--- src/rtl/psp_pkg.sv ---
`timescale 1ns/1ps
package psp_pkg;

  typedef enum logic [2:0] {
    TX_IDLE   = 3'd0,
    TX_SYNC_A = 3'd1,
    TX_ADDR   = 3'd2,
    TX_SYNC_D = 3'd3,
    TX_DATA   = 3'd4
  } txState_e;

  // strobes from the sequencing control to the datapath
  typedef struct packed {
    logic startAdc;      // latch ADC pair into shifter
    logic startInterp;   // latch interpolator pair into shifter
    logic loadData;      // move data word into shifter
    logic txShift;       // advance outbound shifter one bit
    logic rxShift;       // capture one inbound bit
    logic rxWordDone;    // inbound word complete this cycle
    logic rxWordIsData;  // completed word is the data half of a pair
  } portStrobes_t;

endpackage

--- src/rtl/psp_ctrl.sv ---
`timescale 1ns/1ps
module psp_ctrl
  import psp_pkg::*;
#(
  parameter int DIV    = 8,
  parameter int WORD_W = 16
) (
  input  logic         clk,
  input  logic         rstN,
  input  logic         cs,
  input  logic         pwrOn,
  input  logic         adcReady,
  input  logic         interpReady,
  input  logic         sdifs,
  output logic         sclkInt,
  output logic         sdofsInt,
  output logic         bitPhase,
  output portStrobes_t strobes
);

  localparam int HALF  = DIV / 2;
  localparam int CNT_W = (DIV > 2) ? $clog2(DIV) : 1;
  localparam int BIT_W = $clog2(WORD_W);
  localparam logic [BIT_W-1:0] LAST_BIT = BIT_W'(WORD_W - 1);

  // serial clock as rise/fall events in the master clock domain
  logic [CNT_W-1:0] divCnt;
  logic riseEv, fallEv;

  assign riseEv = (divCnt == CNT_W'(DIV - 1));
  assign fallEv = (divCnt == CNT_W'(HALF - 1));

  always_ff @(posedge clk or negedge rstN) begin
    if (!rstN) begin
      divCnt  <= '0;
      sclkInt <= 1'b0;
    end else begin
      divCnt <= riseEv ? '0 : divCnt + 1'b1;
      if (riseEv)      sclkInt <= 1'b1;
      else if (fallEv) sclkInt <= 1'b0;
    end
  end

  // outbound pending flags and arbitration
  txState_e       txState;
  logic [BIT_W-1:0] txBit;
  logic adcPend, interpPend;
  logic slotFree, startAdc, startInterp, startAny;

  assign slotFree    = (txState == TX_IDLE) ||
                       (txState == TX_DATA && txBit == LAST_BIT);
  assign startAny    = riseEv && cs && pwrOn && slotFree && (adcPend || interpPend);
  assign startAdc    = startAny && adcPend;
  assign startInterp = startAny && !adcPend;

  always_ff @(posedge clk or negedge rstN) begin
    if (!rstN) begin
      adcPend    <= 1'b0;
      interpPend <= 1'b0;
    end else begin
      if (adcReady)         adcPend <= 1'b1;
      else if (startAdc)    adcPend <= 1'b0;
      if (interpReady)      interpPend <= 1'b1;
      else if (startInterp) interpPend <= 1'b0;
    end
  end

  // outbound sequencing, advanced on rising serial clock
  always_ff @(posedge clk or negedge rstN) begin
    if (!rstN) begin
      txState <= TX_IDLE;
      txBit   <= '0;
    end else if (!cs) begin
      txState <= TX_IDLE;
      txBit   <= '0;
    end else if (riseEv) begin
      unique case (txState)
        TX_IDLE:   if (startAny) txState <= TX_SYNC_A;
        TX_SYNC_A: begin txState <= TX_ADDR; txBit <= '0; end
        TX_ADDR:   if (txBit == LAST_BIT) txState <= TX_SYNC_D;
                   else txBit <= txBit + 1'b1;
        TX_SYNC_D: begin txState <= TX_DATA; txBit <= '0; end
        TX_DATA:   if (txBit == LAST_BIT) txState <= startAny ? TX_SYNC_A : TX_IDLE;
                   else txBit <= txBit + 1'b1;
        default:   txState <= TX_IDLE;
      endcase
    end
  end

  assign sdofsInt = (txState == TX_SYNC_A) || (txState == TX_SYNC_D);
  assign bitPhase = (txState == TX_ADDR) || (txState == TX_DATA);

  // inbound sequencing, advanced on falling serial clock
  logic             rxActive;
  logic             rxIsData;
  logic [BIT_W-1:0] rxBit;

  always_ff @(posedge clk or negedge rstN) begin
    if (!rstN) begin
      rxActive <= 1'b0;
      rxIsData <= 1'b0;
      rxBit    <= '0;
    end else if (!cs) begin
      rxActive <= 1'b0;
      rxIsData <= 1'b0;
      rxBit    <= '0;
    end else if (fallEv) begin
      if (!rxActive) begin
        if (sdifs) begin
          rxActive <= 1'b1;
          rxBit    <= '0;
        end
      end else if (rxBit == LAST_BIT) begin
        rxActive <= sdifs;           // sync honoured only in the LSB cycle
        rxBit    <= '0;
        rxIsData <= !rxIsData;
      end else begin
        rxBit <= rxBit + 1'b1;
      end
    end
  end

  always_comb begin
    strobes              = '0;
    strobes.startAdc     = startAdc;
    strobes.startInterp  = startInterp;
    strobes.loadData     = riseEv && cs && txState == TX_ADDR && txBit == LAST_BIT;
    strobes.txShift      = riseEv && cs && bitPhase && txBit != LAST_BIT;
    strobes.rxShift      = fallEv && cs && rxActive;
    strobes.rxWordDone   = fallEv && cs && rxActive && rxBit == LAST_BIT;
    strobes.rxWordIsData = rxIsData;
  end

  AST_SCLK_STEADY: assert property (@(posedge clk) disable iff (!rstN)
    (!riseEv && !fallEv) |=> $stable(sclkInt)) else $error("sclk moved off its events");

  AST_SYNC_SINGLE: assert property (@(posedge clk) disable iff (!rstN)
    (riseEv && sdofsInt) |=> !sdofsInt) else $error("sync lasted past one sclk");

  AST_QUIET_WHEN_OFF: assert property (@(posedge clk) disable iff (!rstN)
    (!pwrOn && txState == TX_IDLE) |=> txState == TX_IDLE) else $error("pair began while powered down");

  AST_CS_ABORT: assert property (@(posedge clk) disable iff (!rstN)
    !cs |=> (txState == TX_IDLE && !rxActive)) else $error("transfer survived chip deselect");

  AST_ONE_START: assert property (@(posedge clk) disable iff (!rstN)
    $onehot0({startAdc, startInterp})) else $error("two sources started together");

endmodule

--- src/rtl/psp_datapath.sv ---
`timescale 1ns/1ps
module psp_datapath
  import psp_pkg::*;
#(
  parameter int                WORD_W      = 16,
  parameter logic [WORD_W-1:0] ADC_ADDR    = 16'h0001,
  parameter logic [WORD_W-1:0] INTERP_ADDR = 16'h0002,
  parameter logic [WORD_W-1:0] DAC_ADDR    = 16'h0006
) (
  input  logic              clk,
  input  logic              rstN,
  input  portStrobes_t      strobes,
  input  logic              adcReady,
  input  logic [WORD_W-1:0] adcData,
  input  logic              interpReady,
  input  logic [WORD_W-1:0] interpData,
  input  logic              sdi,
  input  logic              bitPhase,
  output logic              sdoInt,
  output logic              wrStrobe,
  output logic [WORD_W-1:0] wrAddr,
  output logic [WORD_W-1:0] wrData,
  output logic [WORD_W-1:0] dacWord
);

  // result holding registers and outbound shifter
  logic [WORD_W-1:0] adcHold, interpHold, txNext, txSh;

  always_ff @(posedge clk or negedge rstN) begin
    if (!rstN) begin
      adcHold    <= '0;
      interpHold <= '0;
      txNext     <= '0;
      txSh       <= '0;
    end else begin
      if (adcReady)    adcHold    <= adcData;
      if (interpReady) interpHold <= interpData;
      if (strobes.startAdc) begin
        txSh   <= ADC_ADDR;
        txNext <= adcHold;
      end else if (strobes.startInterp) begin
        txSh   <= INTERP_ADDR;
        txNext <= interpHold;
      end else if (strobes.loadData) begin
        txSh <= txNext;
      end else if (strobes.txShift) begin
        txSh <= {txSh[WORD_W-2:0], 1'b0};
      end
    end
  end

  assign sdoInt = bitPhase & txSh[WORD_W-1];

  // inbound shifter, address latch, write port and DAC register
  logic [WORD_W-1:0] rxSh, addrLatch, wordIn;

  assign wordIn = {rxSh[WORD_W-2:0], sdi};

  always_ff @(posedge clk or negedge rstN) begin
    if (!rstN) begin
      rxSh      <= '0;
      addrLatch <= '0;
      wrStrobe  <= 1'b0;
      wrAddr    <= '0;
      wrData    <= '0;
      dacWord   <= '0;
    end else begin
      wrStrobe <= 1'b0;
      if (strobes.rxShift) rxSh <= wordIn;
      if (strobes.rxWordDone) begin
        if (!strobes.rxWordIsData) begin
          addrLatch <= wordIn;
        end else begin
          wrStrobe <= 1'b1;
          wrAddr   <= addrLatch;
          wrData   <= wordIn;
          if (addrLatch == DAC_ADDR) dacWord <= wordIn;
        end
      end
    end
  end

  AST_WR_PULSE: assert property (@(posedge clk) disable iff (!rstN)
    wrStrobe |=> !wrStrobe) else $error("write strobe wider than one cycle");

  AST_DAC_HOLD: assert property (@(posedge clk) disable iff (!rstN)
    !$past(strobes.rxWordDone) |-> $stable(dacWord)) else $error("DAC register moved without a word");

endmodule

--- src/rtl/pair_serial_port.sv ---
`timescale 1ns/1ps
module pair_serial_port
  import psp_pkg::*;
#(
  parameter int                DIV         = 8,
  parameter int                WORD_W      = 16,
  parameter logic [WORD_W-1:0] ADC_ADDR    = 16'h0001,
  parameter logic [WORD_W-1:0] INTERP_ADDR = 16'h0002,
  parameter logic [WORD_W-1:0] DAC_ADDR    = 16'h0006
) (
  input  logic              clk,
  input  logic              rstN,
  input  logic              cs,
  input  logic              pwrOn,
  input  logic              adcReady,
  input  logic [WORD_W-1:0] adcData,
  input  logic              interpReady,
  input  logic [WORD_W-1:0] interpData,
  input  logic              sdi,
  input  logic              sdifs,
  output logic              sclk,
  output logic              sdo,
  output logic              sdofs,
  output logic              outEn,
  output logic              wrStrobe,
  output logic [WORD_W-1:0] wrAddr,
  output logic [WORD_W-1:0] wrData,
  output logic [WORD_W-1:0] dacWord
);

  portStrobes_t strobes;
  logic sclkInt, sdofsInt, sdoInt, bitPhase;

  psp_ctrl #(.DIV(DIV), .WORD_W(WORD_W)) uCtrl (
    .clk(clk), .rstN(rstN), .cs(cs), .pwrOn(pwrOn),
    .adcReady(adcReady), .interpReady(interpReady), .sdifs(sdifs),
    .sclkInt(sclkInt), .sdofsInt(sdofsInt), .bitPhase(bitPhase),
    .strobes(strobes)
  );

  psp_datapath #(
    .WORD_W(WORD_W), .ADC_ADDR(ADC_ADDR),
    .INTERP_ADDR(INTERP_ADDR), .DAC_ADDR(DAC_ADDR)
  ) uData (
    .clk(clk), .rstN(rstN), .strobes(strobes),
    .adcReady(adcReady), .adcData(adcData),
    .interpReady(interpReady), .interpData(interpData),
    .sdi(sdi), .bitPhase(bitPhase), .sdoInt(sdoInt),
    .wrStrobe(wrStrobe), .wrAddr(wrAddr), .wrData(wrData), .dacWord(dacWord)
  );

  assign outEn = cs & rstN;
  assign sclk  = outEn & sclkInt;
  assign sdo   = outEn & sdoInt;
  assign sdofs = outEn & sdofsInt;

  AST_RELEASED_QUIET: assert property (@(posedge clk) disable iff (!rstN)
    !cs |-> (!sclk && !sdo && !sdofs)) else $error("pins driven while deselected");

endmodule

--- config.mk ---
export PLATFORM = sky130hd
export DESIGN_NAME = pair_serial_port
export DESIGN_NICKNAME = d
export VERILOG_FILES = /design/src/rtl/psp_pkg.sv /design/src/rtl/psp_ctrl.sv /design/src/rtl/psp_datapath.sv /design/src/rtl/pair_serial_port.sv
export SDC_FILE = /design/constraint.sdc
export NUM_CORES = 1
export LEC_CHECK = 0
export ABC_AREA = 1
export BUFFER_PORTS_ARGS = -buffer_cell sky130_fd_sc_hd__buf_2
export CAP_MARGIN = 5
export CORE_MARGIN = 5
export CORE_UTILIZATION = 57
export CTS_CLUSTER_SIZE = 10
export DETAILED_ROUTE_END_ITERATION = 12
export GPL_ROUTABILITY_DRIVEN = 1
export PLACE_DENSITY = 0.79
export SYNTH_ARGS = -nofsm -noshare
export SYNTH_HDL_FRONTEND = slang
export SYNTH_SLANG_ARGS = --single-unit
export TNS_END_PERCENT = 5
--- constraint.sdc ---
create_clock -name clk -period 2.2 [get_ports clk]
set_input_delay 0.33 -clock clk [delete_from_list [all_inputs] [get_ports clk]]
set_output_delay 0.33 -clock clk [all_outputs]
set_load 0.02 [all_outputs]
# Word-level counts from Yosys, hierarchy flattened
# Cells that the tools add are included.
[word_totals] out_inout_bits=53 input_bits=40 register_bits=163
[op_classes] addsub=3 n_reduce_logical=35 n_bitwise=6 mux=40 n_eq_ne=20
[op_table] op="two-way mux 16 bit" n=6
[op_table] op="two-way mux 4 bit" n=8
[op_table] op="two-way mux 1 bit" n=18
[op_table] op="two-way mux 3 bit" n=6
[op_table] op="== test 16 x 3 -> 1 bit, second input constant" n=1
[op_table] op="one-hot mux 3 bit (5 select lines)" n=1
[op_table] op="logical AND 1 bit" n=14
[op_table] op="== test 3 x 2 -> 1 bit, second input constant" n=3
[op_table] op="!= test 3 bit, second input constant" n=3
[op_table] op="AND reduction 3 bit" n=3
[op_table] op="adder 4 x 1 -> 4 bit, second input constant" n=2
[op_table] op="== test 4 bit, second input constant" n=2
[op_table] op="!= test 2 x 1 -> 1 bit, second input constant" n=4
[op_table] op="one-hot mux 4 bit (2 select lines)" n=1
[op_table] op="nonzero test 2 bit" n=4
[op_table] op="== test 3 bit, second input constant" n=2
[op_table] op="!= test 3 x 2 -> 1 bit, second input constant" n=2
[op_table] op="AND reduction 2 bit" n=3
[op_table] op="bitwise AND 1 bit" n=5
[op_table] op="logical OR 1 bit" n=4
[op_table] op="!= test 4 bit, second input constant" n=1
[op_table] op="AND reduction 4 bit" n=1
[op_table] op="nonzero test 4 bit" n=1
[op_table] op="OR reduction 2 bit" n=2
[op_table] op="6 further kinds" n=7

# Depth between registers and ports, before layout
[depth] depth_word=10 ltp_mapped=10

# By module
# A second synthesis with hierarchy kept.
[hier_totals] cells_unflattened=717 area_unflattened_um2=6970.4
[modules_own_cells] module="psp_datapath" n_inst=1 seq_area_each_um2=3603.5 area_per_inst_um2=5799.3 cells_each=571
[modules_own_cells] module="psp_ctrl" n_inst=1 seq_area_each_um2=475.5 area_per_inst_um2=1138.6 cells_each=138
[modules_own_cells] module="pair_serial_port" n_inst=1 seq_area_each_um2=0.0 area_per_inst_um2=32.5 cells_each=8

# Least setup slack after synthesis
# OpenSTA, ideal clock, no wires.
[synth_timing] path_type="register to register" startpoint="register uCtrl.divCnt[0]" endpoint="register uCtrl.interpPend" synth_period_minus_slack_ns=1.742 slack_ns=0.458 t_arrival_ns=1.600 required_time_ns=2.058 path_stages_with_launch=9 cell_sequence="dfrtp_1 > ha_1 > ha_1 > nand3_1 > nor2_1 > nand3_1 > nor2_2 > buf_2 > o21ai_0"
[synth_between] elab_chain_cells=7
[synth_rtl] element="start: declaration" line_no="psp_ctrl.sv:27" text="logic [CNT_W-1:0] divCnt;"
[synth_rtl] element="start signal: assignment" line_no="psp_ctrl.sv:38" text="divCnt <= riseEv ? '0 : divCnt + 1'b1;"
[synth_rtl] element="== test 3 bit" line_no="psp_ctrl.sv:30" text="assign riseEv = (divCnt == CNT_W'(DIV - 1));"
[synth_rtl] element="net uCtrl.riseEv" line_no="psp_ctrl.sv:28" text="logic riseEv, fallEv;"
[synth_rtl] element="logical AND 1 bit (4 in series)" line_no="psp_ctrl.sv:52" text="assign startAny = riseEv && cs && pwrOn && slotFree && (adcPend || interpPend);"
[synth_rtl] element="logical AND 1 bit" line_no="psp_ctrl.sv:54" text="assign startInterp = startAny && !adcPend;"
[synth_rtl] element="nonzero test 2 bit (no line)"
[synth_rtl] element="end signal: assignment" line_no="psp_ctrl.sv:59" text="interpPend <= 1'b0;"
[synth_rtl] element="end signal: assignment" line_no="psp_ctrl.sv:63" text="if (interpReady) interpPend <= 1'b1;"
[synth_rtl] element="end signal: assignment" line_no="psp_ctrl.sv:64" text="else if (startInterp) interpPend <= 1'b0;"
[synth_rtl] element="end: declaration" line_no="psp_ctrl.sv:47" text="logic adcPend, interpPend;"
# The timed path passes the listed nets, and every way through them passes these cells.
# A chain may end at the register's enable or synchronous reset.

# Worst setup path in the final report
[layout_timing] startpoint="register uCtrl.divCnt[0]" endpoint="register uData.txSh[1]"
[layout_between] elab_chain_cells=8 elab_cells_between_ends=15 classes_between="eq/ne: 1; mux: 3; reduce/logical: 11"
[layout_rtl] element="== test 3 bit *" line_no="psp_ctrl.sv:30"
[layout_rtl] element="net uCtrl.riseEv" line_no="psp_ctrl.sv:28"
[layout_rtl] element="logical AND 1 bit *" line_no="psp_ctrl.sv:52, psp_ctrl.sv:127, psp_ctrl.sv:128"
[layout_rtl] element="logical AND 1 bit (3 in series)" line_no="psp_ctrl.sv:52"
[layout_rtl] element="logical AND 1 bit" line_no="psp_ctrl.sv:54"
[layout_rtl] element="two-way mux 16 bit" line_no="psp_datapath.sv:41" text="end else if (strobes.startInterp) begin"
[layout_rtl] element="two-way mux 16 bit" line_no="psp_datapath.sv:38" text="if (strobes.startAdc) begin"
[layout_rtl] element="end signal: assignment" line_no="psp_datapath.sv:45" text="txSh <= txNext;"
[layout_rtl] element="end signal: assignment" line_no="psp_datapath.sv:47" text="txSh <= {txSh[WORD_W-2:0], 1'b0};"
[layout_rtl] element="end: declaration" line_no="psp_datapath.sv:27" text="logic [WORD_W-1:0] adcHold, interpHold, txNext, txSh;"
# The timed path passes the listed nets; every way through them passes the cells marked *.

==> impl_metrics.env <==
export IMPL_post_cts_resized=0
export IMPL_drt_pass1_iterations=5
export IMPL_pre_cts_slack_ns=0.115
export IMPL_wire_per_inst_um=13.6
export IMPL_place_inst=961
export IMPL_finalWorstSetupSlack_ns=0.201
export IMPL_crit_path_max_incr_delay_ns=0.40
export IMPL_crit_family="simple AND/OR/NAND/NOR gates"
export IMPL_grt_pass1_wl_um=23400
export IMPL_finalPower_mw=7.05
export IMPL_finalHoldViolCount=0
export IMPL_synthFlopType="dfrtp_1"
export IMPL_drive_gt1_share_pct=18.2
export IMPL_synth_xor_area_share_pct=0.389
export IMPL_drc=0
export IMPL_synthDistinctLibCells=31
export IMPL_portBuffers=92
export IMPL_rows=39
export IMPL_io_pins=93
export IMPL_drt_iter0_drc=465
export IMPL_relSlewSlack_pct=39.9
export IMPL_slowest_stage="dfrtp_1"
export IMPL_netlist_top_cells_area="dfrtp_1 (60%), nand2_1 (15%), o21ai_0 (5.9%)"
export IMPL_start_util_pct=58.6
export IMPL_clock_root_buffer="clkbuf_16"
export IMPL_synth_simple_gate_area_share_pct=19.1
export IMPL_cts_made_buffers=17
export IMPL_synth_seq_cells=163
export IMPL_netlist_area_um2=6750
export IMPL_crit_required_ns=2.50
export IMPL_synth_fa_ha_area_share_pct=1.11
export IMPL_setup_tns_final_ns=0
export IMPL_yosysWarnings=0
export IMPL_clk_pin_slew_worst_paths_ns=0.06
export IMPL_place_congestion=0.755
export IMPL_die_y_um=119
export IMPL_synth_compound_area_share_pct=11.8
export IMPL_cts_tree="yes"
export IMPL_area_growth_pct=18.3
export IMPL_finalWorstPathRequiredPeriod_ns=2.00
export IMPL_die_w_um=119
export IMPL_syn_nets=792
export IMPL_clkLatencyLatePin_ns=0.42
export IMPL_cp_arrival_ns=2.30
export IMPL_synth_edf_count=0
export IMPL_grt_pass1_vias=5053
export IMPL_critPathBufInv=2
export IMPL_synthMuxAreaShare_pct=0.148
export IMPL_htreeDepth=4
export IMPL_grt_max_degree=164
export IMPL_ir_worst_vdd_mv=0.712
export IMPL_hold_ws_ns=0.00347
export IMPL_tightest_slew_ns=0.902
export IMPL_netlist_instances=746
export IMPL_yosysSeqAreaShare_pct=60.4
export IMPL_postRouteAntennaNets=0
export IMPL_grt_ovfl_total=0
export IMPL_max_cap_violations=0
export IMPL_syn_area_per_cell_um2=9.05
export IMPL_grtUsageTotal_pct=20.2
export IMPL_dp_hpwl_um=9020
export IMPL_holdCritPathClass="input port to asynchronous set/reset pin"
export IMPL_path_cells="ha_1 -> ha_1 -> nand2_1 -> inv_1 -> nand3_1 -> buf_4 -> nand2_1 -> nand3_1 -> nand3b_1"
export IMPL_synth_common_cells="nand2_1 (270), dfrtp_1 (163), inv_1 (81)"
export IMPL_synth_top_family_by_area="simple AND/OR/NAND/NOR gates"
export IMPL_async_flop_share_pct=100
export IMPL_startpoint_type="flop"
export IMPL_drv_slew=0
export IMPL_postCtsHoldBufs=0
export IMPL_critPathKind="flop to flop"
export IMPL_fin_cells=993
export IMPL_yosysTopAreaCell="dfrtp_1"
export IMPL_finalNetCount=883
export IMPL_fin_crit_sh_pct=90.9
export IMPL_die_area_um2=14100
export IMPL_yosysMostFrequentCell="nand2_1"
export IMPL_timing_rr_start="uCtrl.divCnt[0]"
export IMPL_end_kind="flop"
export IMPL_cts_sinks=163
export IMPL_setup_viol=0
export IMPL_netlist_area_leader_share_pct=60.4
export IMPL_power_density_nw_per_um2=883
export IMPL_leakage_nw=4.20
export IMPL_n_antenna_cell=0
export IMPL_post_cts_setup_buffers=0
export IMPL_totalWireLength_um=13500
export IMPL_vias=5139
export IMPL_fmax_mhz=500
export IMPL_core_area_um2=11500
export IMPL_critPathLaunch="uCtrl.divCnt[0]"
export IMPL_antenna_found_initial=0
export IMPL_crit_path_max_fanout=29
export IMPL_status="finished, final reports clean"
export IMPL_fin_worst_skew_ns=0.00638
export IMPL_vias_per_cell=5.18
export IMPL_cts_buffer_depth=2
## routing by layer
metal / wire length, µm / share of wire, % / global-route usage [%]
met1: 6060 / 45 / 27.2
met2: 6390 / 47 / 31.5
met3: 768 / 5.7 / 5.83
met4: 252 / 1.9 / 7.53
met5: 0 / 0 / 0
## where the power goes
group	internal [mW]	switching, mW
Combinational	0.209	0.339
Clock	2.03	1.12
Sequential	3.22	0.133
Total	5.46	1.59
## worst register-to-register path, cell delays in order, from the launching register on
cell and delay (ns):
dfrtp_1 0.40, ha_1 0.23, ha_1 0.30, nand2_1 0.11, inv_1 0.07, nand3_1 0.18, buf_4 0.31, nand2_1 0.11
nand3_1 0.11, nand3b_1 0.07
## placed cells by master (no fill, tap or decap), types with 5 or more instances in the layout
master,count
ha_1,6
o211ai_1,30
o21ai_1,10
clkinv_2,5
inv_1,81
dfrtp_1,163
nand4_1,7
nand3_1,20
nor2_1,11
buf_4,11
o21ai_2,11
nand2_1,270
bufinv_16,5
clkbuf_16,17
o21ai_0,80
buf_2,91
## cells by family after synthesis
logic type,Yosys count
and+or+nand+nor,320
DFF,163
AOI/OAI and AO/OA,136
buffers and inverters,117
adders and majority gates,6
xor gates and xnor gates,3
muxes,1
## through the flow
| stage | area [µm²] | util [%] |
|---|---|---|
| 2_1_floorplan | 6750 | - |
| 3_3_place_gp | 7350 | 63.8 |
| 3_5_place_dp | 7350 | 63.8 |
| 4_1_cts | 7980 | 69.3 |
| 5_1_grt | 7990 | 69.4 |
| 6_report | 7990 | 69.4 |
## area by class of cell
| class | instances | area, µm² |
|---|---|---|
| well taps | 143 | 179 |
| repair buffers | 104 | 569 |
| inverters | 85 | 322 |
| fillers | 858 | 3530 |
| multi-input cells | 466 | 2210 |
| clock inverters | 11 | 183 |
| flip-flops and latches | 163 | 4080 |
| clock buffers | 21 | 450 |
## worst paths after layout
kind	to	slack (ns)	cells past startpoint
setup reg to reg	uData.txSh[1]	0.20	9
min in group clk	uData.interpHold[12]	0.10	3
setup / recovery	uData.txSh[1]	0.20	9
max in group asynchronous	uData.adcHold[0]	1.49	2
hold / removal	uData.dacWord[13]	0.003	2
hold reg to reg	uData.interpHold[15]	0.47	2
## registers in the layout, indices dropped and copies added, names as in the netlist
| register | flops |
|---|---|
| uCtrl.rxActive | 1 |
| uCtrl.rxBit | 4 |
| uData.adcHold | 16 |
| uData.txSh | 16 |
| uCtrl.divCnt | 3 |
| uCtrl.rxIsData | 1 |
| uData.wrAddr | 16 |
| uCtrl.adcPend | 1 |
| uData.dacWord | 16 |
| uData.addrLatch | 16 |
| uData.txNext | 16 |
| uCtrl.sclkInt | 1 |
| uCtrl.interpPend | 1 |
| uData.rxSh | 15 |
| uData.wrStrobe | 1 |
| uCtrl.txState | 3 |
| uData.wrData | 16 |
| uData.interpHold | 16 |
| uCtrl.txBit | 4 |
No activity file was read; power rests on OpenSTA's default activity.
